$ cat src/rtl/regbank_pkg.sv
package regbank_pkg;
  localparam int XLEN       = 32;
  localparam int LOG_REGS   = 16;
  localparam int IDX_W      = $clog2(LOG_REGS);
  localparam int SHARED_LOW = 8;
  localparam int FIQ_SHADOW = 5;
  localparam int NUM_MODES  = 4;
  localparam int PER_MODE   = 2;
  localparam int NUM_SLOTS  = SHARED_LOW + 2 * FIQ_SHADOW + NUM_MODES * PER_MODE;
  localparam int SLOT_W     = $clog2(NUM_SLOTS);
  localparam int HIGH_FIRST = SHARED_LOW + FIQ_SHADOW;
  localparam int PRIV_BASE  = SHARED_LOW + 2 * FIQ_SHADOW;
  localparam int PC_IDX     = LOG_REGS - 1;

  typedef enum logic [1:0] {
    MODE_USR = 2'b00,
    MODE_FIQ = 2'b01,
    MODE_IRQ = 2'b10,
    MODE_SVC = 2'b11
  } cpu_mode_e;

  // bits that only a privileged write may change: masks and mode
  localparam logic [XLEN-1:0] CTRL_MASK = 32'h0C00_0003;
  localparam logic [XLEN-1:0] R15_RESET = 32'h0C00_0003;

  // storage order: shared low, common 8..12, fast-interrupt 8..12, then per-mode pairs
  function automatic logic [SLOT_W-1:0] slot_of(cpu_mode_e m, logic [IDX_W-1:0] idx);
    int ii;
    int s;
    ii = int'(idx);
    if (ii < SHARED_LOW)
      s = ii;
    else if (ii < HIGH_FIRST)
      s = (m == MODE_FIQ) ? ii + FIQ_SHADOW : ii;
    else
      s = PRIV_BASE + PER_MODE * int'(m) + (ii - HIGH_FIRST);
    return SLOT_W'(s);
  endfunction

  function automatic logic [XLEN-1:0] r15_merge(logic [XLEN-1:0] old_w,
                                                 logic [XLEN-1:0] new_w,
                                                 logic priv);
    return priv ? new_w : ((new_w & ~CTRL_MASK) | (old_w & CTRL_MASK));
  endfunction
endpackage

$ cat src/rtl/bank_map.sv
module bank_map
  import regbank_pkg::*;
(
  input  cpu_mode_e         mode,
  input  logic [IDX_W-1:0]  idx,
  output logic [SLOT_W-1:0] slot,
  output logic              is_pc
);
  always_comb begin
    is_pc = (int'(idx) == PC_IDX);
    slot  = is_pc ? '0 : slot_of(mode, idx);
  end
endmodule

$ cat src/rtl/gpr_store.sv
module gpr_store
  import regbank_pkg::*;
#(
  parameter int NRD = 2
) (
  input  logic                         clk,
  input  logic                         rst_n,
  input  logic                         we,
  input  logic [SLOT_W-1:0]            wslot,
  input  logic [XLEN-1:0]              wdata,
  input  logic [NRD-1:0][SLOT_W-1:0]   rslot,
  output logic [NRD-1:0][XLEN-1:0]     rdata
);
  logic [NUM_SLOTS-1:0][XLEN-1:0] bank_q;
  logic [NUM_SLOTS-1:0]           wen_vec;

  for (genvar s = 0; s < NUM_SLOTS; s++) begin : g_slot
    assign wen_vec[s] = we && (int'(wslot) == s);
    always_ff @(posedge clk or negedge rst_n) begin
      if (!rst_n)          bank_q[s] <= '0;
      else if (wen_vec[s]) bank_q[s] <= wdata;
    end
  end

  for (genvar p = 0; p < NRD; p++) begin : g_rd
    assign rdata[p] = (int'(rslot[p]) < NUM_SLOTS) ? bank_q[rslot[p]] : '0;
  end

  // a write lands in at most one physical word
  p_one_slot_r8: assert property (@(posedge clk) disable iff (!rst_n)
    $onehot0(wen_vec));

  // no write enable, no change anywhere in the store
  p_idle_hold_r9: assert property (@(posedge clk) disable iff (!rst_n)
    !we |=> $stable(bank_q));
endmodule

$ cat src/rtl/psr_word.sv
module psr_word
  import regbank_pkg::*;
(
  input  logic            clk,
  input  logic            rst_n,
  input  logic            we,
  input  logic [XLEN-1:0] wdata,
  output logic [XLEN-1:0] word_q,
  output cpu_mode_e       mode
);
  logic            priv_w;
  logic [XLEN-1:0] next_w;

  assign mode   = cpu_mode_e'(word_q[1:0]);
  assign priv_w = (mode != MODE_USR);
  assign next_w = r15_merge(word_q, wdata, priv_w);

  always_ff @(posedge clk or negedge rst_n) begin
    if (!rst_n)  word_q <= R15_RESET;
    else if (we) word_q <= next_w;
  end

  // an unprivileged write keeps the masks and the mode
  p_user_ctrl_kept_r6: assert property (@(posedge clk) disable iff (!rst_n)
    (we && mode == MODE_USR) |=> ((word_q & CTRL_MASK) == ($past(word_q) & CTRL_MASK)));

  // a privileged write replaces every bit
  p_priv_full_write_r7: assert property (@(posedge clk) disable iff (!rst_n)
    (we && mode != MODE_USR) |=> (word_q == $past(wdata)));
endmodule

$ cat src/rtl/banked_regfile.sv
module banked_regfile
  import regbank_pkg::*;
(
  input  logic             clk,
  input  logic             rst_n,
  input  logic [3:0]       rd_a_idx,
  output logic [31:0]      rd_a_data,
  input  logic [3:0]       rd_b_idx,
  output logic [31:0]      rd_b_data,
  input  logic             wr_en,
  input  logic [3:0]       wr_idx,
  input  logic [31:0]      wr_data,
  output logic [1:0]       mode_o
);
  localparam int NRD = 2;

  cpu_mode_e                   cur_mode;
  logic [XLEN-1:0]             r15_q;
  logic [NRD:0][IDX_W-1:0]     map_idx;
  logic [NRD:0][SLOT_W-1:0]    map_slot;
  logic [NRD:0]                map_pc;
  logic [NRD-1:0][SLOT_W-1:0]  rd_slot;
  logic [NRD-1:0][XLEN-1:0]    gpr_rd;
  logic [NRD-1:0][XLEN-1:0]    port_out;
  logic                        gpr_we;
  logic                        psr_we;

  assign map_idx[0] = rd_a_idx;
  assign map_idx[1] = rd_b_idx;
  assign map_idx[2] = wr_idx;

  // index NRD is the write port, the rest are read ports
  for (genvar p = 0; p <= NRD; p++) begin : g_map
    bank_map u_map (
      .mode (cur_mode),
      .idx  (map_idx[p]),
      .slot (map_slot[p]),
      .is_pc(map_pc[p])
    );
  end

  for (genvar p = 0; p < NRD; p++) begin : g_port
    assign rd_slot[p]  = map_slot[p];
    assign port_out[p] = map_pc[p] ? r15_q : gpr_rd[p];
  end

  assign gpr_we = wr_en && !map_pc[NRD];
  assign psr_we = wr_en &&  map_pc[NRD];

  gpr_store #(.NRD(NRD)) u_store (
    .clk  (clk),
    .rst_n(rst_n),
    .we   (gpr_we),
    .wslot(map_slot[NRD]),
    .wdata(wr_data),
    .rslot(rd_slot),
    .rdata(gpr_rd)
  );

  psr_word u_psr (
    .clk   (clk),
    .rst_n (rst_n),
    .we    (psr_we),
    .wdata (wr_data),
    .word_q(r15_q),
    .mode  (cur_mode)
  );

  assign rd_a_data = port_out[0];
  assign rd_b_data = port_out[1];
  assign mode_o    = cur_mode;

  // a general write is read back on port A next cycle if index and mode match
  p_write_visible_r8: assert property (@(posedge clk) disable iff (!rst_n)
    (wr_en && int'(wr_idx) != PC_IDX) |=>
      (rd_a_idx != $past(wr_idx) || mode_o != $past(mode_o) || rd_a_data == $past(wr_data)));

  // the mode output only moves after a write to register 15
  p_mode_by_write_r7: assert property (@(posedge clk) disable iff (!rst_n)
    !psr_we |=> $stable(mode_o));
endmodule

$ cat config.mk
export PLATFORM = sky130hd
export DESIGN_NAME = banked_regfile
export DESIGN_NICKNAME = d
export VERILOG_FILES = /design/src/rtl/regbank_pkg.sv /design/src/rtl/bank_map.sv /design/src/rtl/gpr_store.sv /design/src/rtl/psr_word.sv /design/src/rtl/banked_regfile.sv
export SDC_FILE = /design/constraint.sdc
export NUM_CORES = 2
export LEC_CHECK = 0
export BUFFER_PORTS_ARGS = -buffer_cell sky130_fd_sc_hd__buf_4
export CAP_MARGIN = 20
export CORE_MARGIN = 1.5
export CORE_UTILIZATION = 64
export DETAILED_ROUTE_END_ITERATION = 8
export PLACE_DENSITY_LB_ADDON = 0.12
export SYNTH_ARGS = -nofsm -noshare
export SYNTH_HDL_FRONTEND = slang
export SYNTH_HIERARCHICAL = 1
export SYNTH_SLANG_ARGS = --single-unit
$ cat constraint.sdc
create_clock -name clk -period 6.54 [get_ports clk]
set_clock_uncertainty 0.2 [all_clocks]
set_input_delay 1.308 -clock clk [delete_from_list [all_inputs] [get_ports clk]]
set_output_delay 1.308 -clock clk [all_outputs]
set_load 0.1 [all_outputs]
==> out/qor.txt <==
Outcome: finished clean
Reg power frac: 40.9%
Fillers: 4857
Vias: 33881
Critical Path RT: 5.03 ns
Width of the die: 278 um
Hold Fails Final Rpt: 0
CTS tree: yes
Internal: 12.8 mW
Final period utilization: 98.6%
Drt initial violations: 3958
Cell variety after synth: 71
# rows: 100
Hold Crit Depth: 1
Largest stage delay, worst path: 0.62 ns
Top Family by Delay on Critical Path: buffers and inverters
Worst hold slack: 0.318 ns
Crit Path Category: primary input to output port
Comb power frac: 32.4%
Initial antenna violation count: 3
WP buf/inv: 4
Clock buffer count from CTS: 92
Synth Register Bits: 864
Max-cap violations: 0
Crit path top cell by count: buf_4
H-tree depth reported by CTS: 3
Worst min-delay path category: register to register
Async S/R FF share, synth: 100%
Hold-fix buffers, CTS: 0
Net Sw Power: 6.57 mW
Nets: 3644
Crit path cell chain: buf_4, ha_1, ha_1, fa_1, xnor2_1, a2bb2oi_1, o21ai_2, buf_4, nor3b_2, buf_4, a22oi_1, nand4_1, mux2_4, buf_4
Remaining DRCs: 0
Mean Syn Cell Area: 13.8 um^2
Die Y-Extent: 278 um
Net Sw Frac: 33.9%
Relative slew slack: 27.0%
Clock power frac: 26.8%
I/O pins: 113
Area of the multi-input gates: 25100 um^2
Register area share after synthesis: 44.7%
Final ANT Viol Nets: 0
GPL Wtd Cong: 0.918
Routed WL per cell: 33.9 um
Critical Path Sink Type: output port
Dpl cells: 4448
P_leak: 24.3 nW
CP Launch Type: primary input
Port buffer count: 112
Post-synth top area cell: dfrtp_1
RSZ-0062 raised after global routing: false
Register area: 21600 um^2
Pwr dens: 359 nW/um^2
Net Count, Synth: 3569
Post-synth top area share: 44.5%
Longest Clk Path Bufs: 3
Worst-Margin Slew: 1.09 ns
Post-CTS setup buffers: 0
Top cells by area, synth: dfrtp_1 (44%), mux2_2 (20%), mux4_2 (12%), mux2i_1 (6.3%), mux2_4 (2.8%)
Min cycle time layout: 6.45 ns
Worst VDD drop: 0.402 mV
Drt via density: 7.34
Ys Warns: 6
Top cells by count, synth: dfrtp_1 (860), mux2_2 (855), mux2i_1 (303)
Top_reg_cell synth: dfrtp_1
Area Growth Syn to Fin: 11.9%
Layout cell share with drive strength beyond 1: 47.8%
Clock Pin Slew Worst Setup and Hold Paths: 0.06 ns
FMAX: 155 MHz
Die Footprint: 77200 um^2
CTS Sinks: 864
Crit path arrival time: 4.94 ns
Gate Count Post-Synth: 3498
First-pass GRT wire length: 232 mm
Dpl hpwl: 97.1 mm
Clock tree root buffer cell: clkbuf_16
Largest net degree at the start of global routing: 190
Final core utilization: 72.6%
Vias in the first global route: 35359
Most common cell in the netlist: dfrtp_1
Routed WL: 157 mm
Setup TNS Final: 0 ns
Synthesized cell area: 48400 um^2
Total GRT Usage: 40.9%
Core Region: 74600 um^2
Initial Utilization: 64.9%
Final setup violation count: 0
Final std cells w/o fill: 4616
Critical path's slowest cell: nor3b_2
Gr ovfl total: 0
FF-to-FF path depth: 10
DR pass1 iterations: 6
Critical-path maximum fanout: 12
Crit. path cell count: 14
Final Max Tran Viols: 0
Worst skew pair latency: 0.65 ns
Number of synthesized flops with an enable pin: 0
[final cells by class]
cell class	instances	share of cell area, %
Antenna cell	2	0.00925
Clock buffer	139	5.23
Clock inverter	27	0.308
Inverter	23	0.160
Multi-Input combinational cell	2275	46.4
Sequential cell	864	40.0
Tap cell	969	2.24
Timing Repair Buffer	317	5.64
[per-stage QoR]
stage          cell area, um^2  setup slack (ns)  power (mW)
6_report                 54100            0.0928        19.4
5_1_grt                  54100            0.0319        20.1
2_1_floorplan            48400             0.499        12.3
3_3_place_gp             51100          -0.00247        13.8
4_1_cts                  54100            0.0778        19.4
3_5_place_dp             51100           -0.0292        14.2
[worst register-to-register path, delay by kind of cell (launching register included)]
kind                       cells  cell delay (ns)
AOI/OAI and AO/OA              2             0.71
xor gates and xnor gates       1             0.14
adders and majority gates      3             0.86
buffers and inverters          1             0.31
DFF                            1             0.68
muxes                          1             0.65
and+or+nand+nor                2             1.43
[state kept, by name, indices dropped and copies added, names as in the netlist]
register,cells
u_psr/word_q,32
u_store/bank_q,832
[path summary, 6_finish.rpt]
path | startpoint | end | slack (ns)
max reg2reg | u_psr/word_q[0]$_DFFE_PN1P_ | u_store/bank_q[332]$_DFFE_PN0P_ | 1.43
min | u_store/bank_q[454]$_DFFE_PN0P_ | u_store/bank_q[454]$_DFFE_PN0P_ | 0.32
min in group asynchronous | rst_n | u_store/bank_q[568]$_DFFE_PN0P_ | 0.45
max in group asynchronous | rst_n | u_store/bank_q[107]$_DFFE_PN0P_ | 4.14
max | rd_a_idx[1] | rd_a_data[25] | 0.09
min reg2reg | u_store/bank_q[454]$_DFFE_PN0P_ | u_store/bank_q[454]$_DFFE_PN0P_ | 0.32
[layer usage]
| layer | GRT usage [%] | wire (um) |
|---|---|---|
| met1 | 53.4 | 58200 |
| met5 | 0 | 28 |
| met4 | 24.4 | 10900 |
| met3 | 9.58 | 15900 |
| met2 | 62.7 | 71500 |
[cells in the final DEF, fill, tap and decap left out, types with 7 or more instances in the layout]
cell       netlist  final
buf_4           34    263
mux2i_1        303    300
inv_1           23     21
o2bb2ai_1        9      9
a21oi_1         29     29
o21ai_0         46     42
mux2_1          18     18
clkbuf_16        0     95
a22oi_1         96     96
nand2_2          0      7
mux2_4          91     91
mux4_2         255    255
clkbuf_8         0     29
a22o_1          16     16
ha_1            21     21
nor2_1          39     32
a221oi_1        45     45
nand2_1        129    120
nand3_1         58     56
nor2b_1         27     21
o211ai_1        51     51
nand4_1         53     53
nand2b_1        17     17
clkinv_2         0     24
clkbuf_1       135     15
mux2_2         855    855
and2_1          11     10
buf_12           8     53
dfrtp_1        860    860
[cells by family after synthesis]
kind of cell	Yosys count	share of synthesized area, %
buffers and inverters	359	3.92
AO/OA/AOI/OAI	347	5.29
flip-flops	864	44.7
AND/OR/NAND/NOR	379	4.08
adder cells (fa/ha/maj)	24	0.667
XOR/XNOR	3	0.0543
multiplexers	1522	41.3
[power groups by stage]
stage / registers [mW] / logic [mW] / clock network [mW]
finish: 7.93 / 6.28 / 5.19
global route: 8.10 / 6.56 / 5.45
CTS: 7.88 / 6.24 / 5.24
detailed placement: 7.97 / 6.19 / 0
global placement: 7.79 / 6.03 / 0
floorplan: 7.56 / 4.78 / 0
[repair_timing]
item,in CTS,in global routing
pin swaps,0,1
endpoints found under the setup margin,1,3
gates resized for setup,1,3
Note: power is estimated with default switching activity, not from simulation.
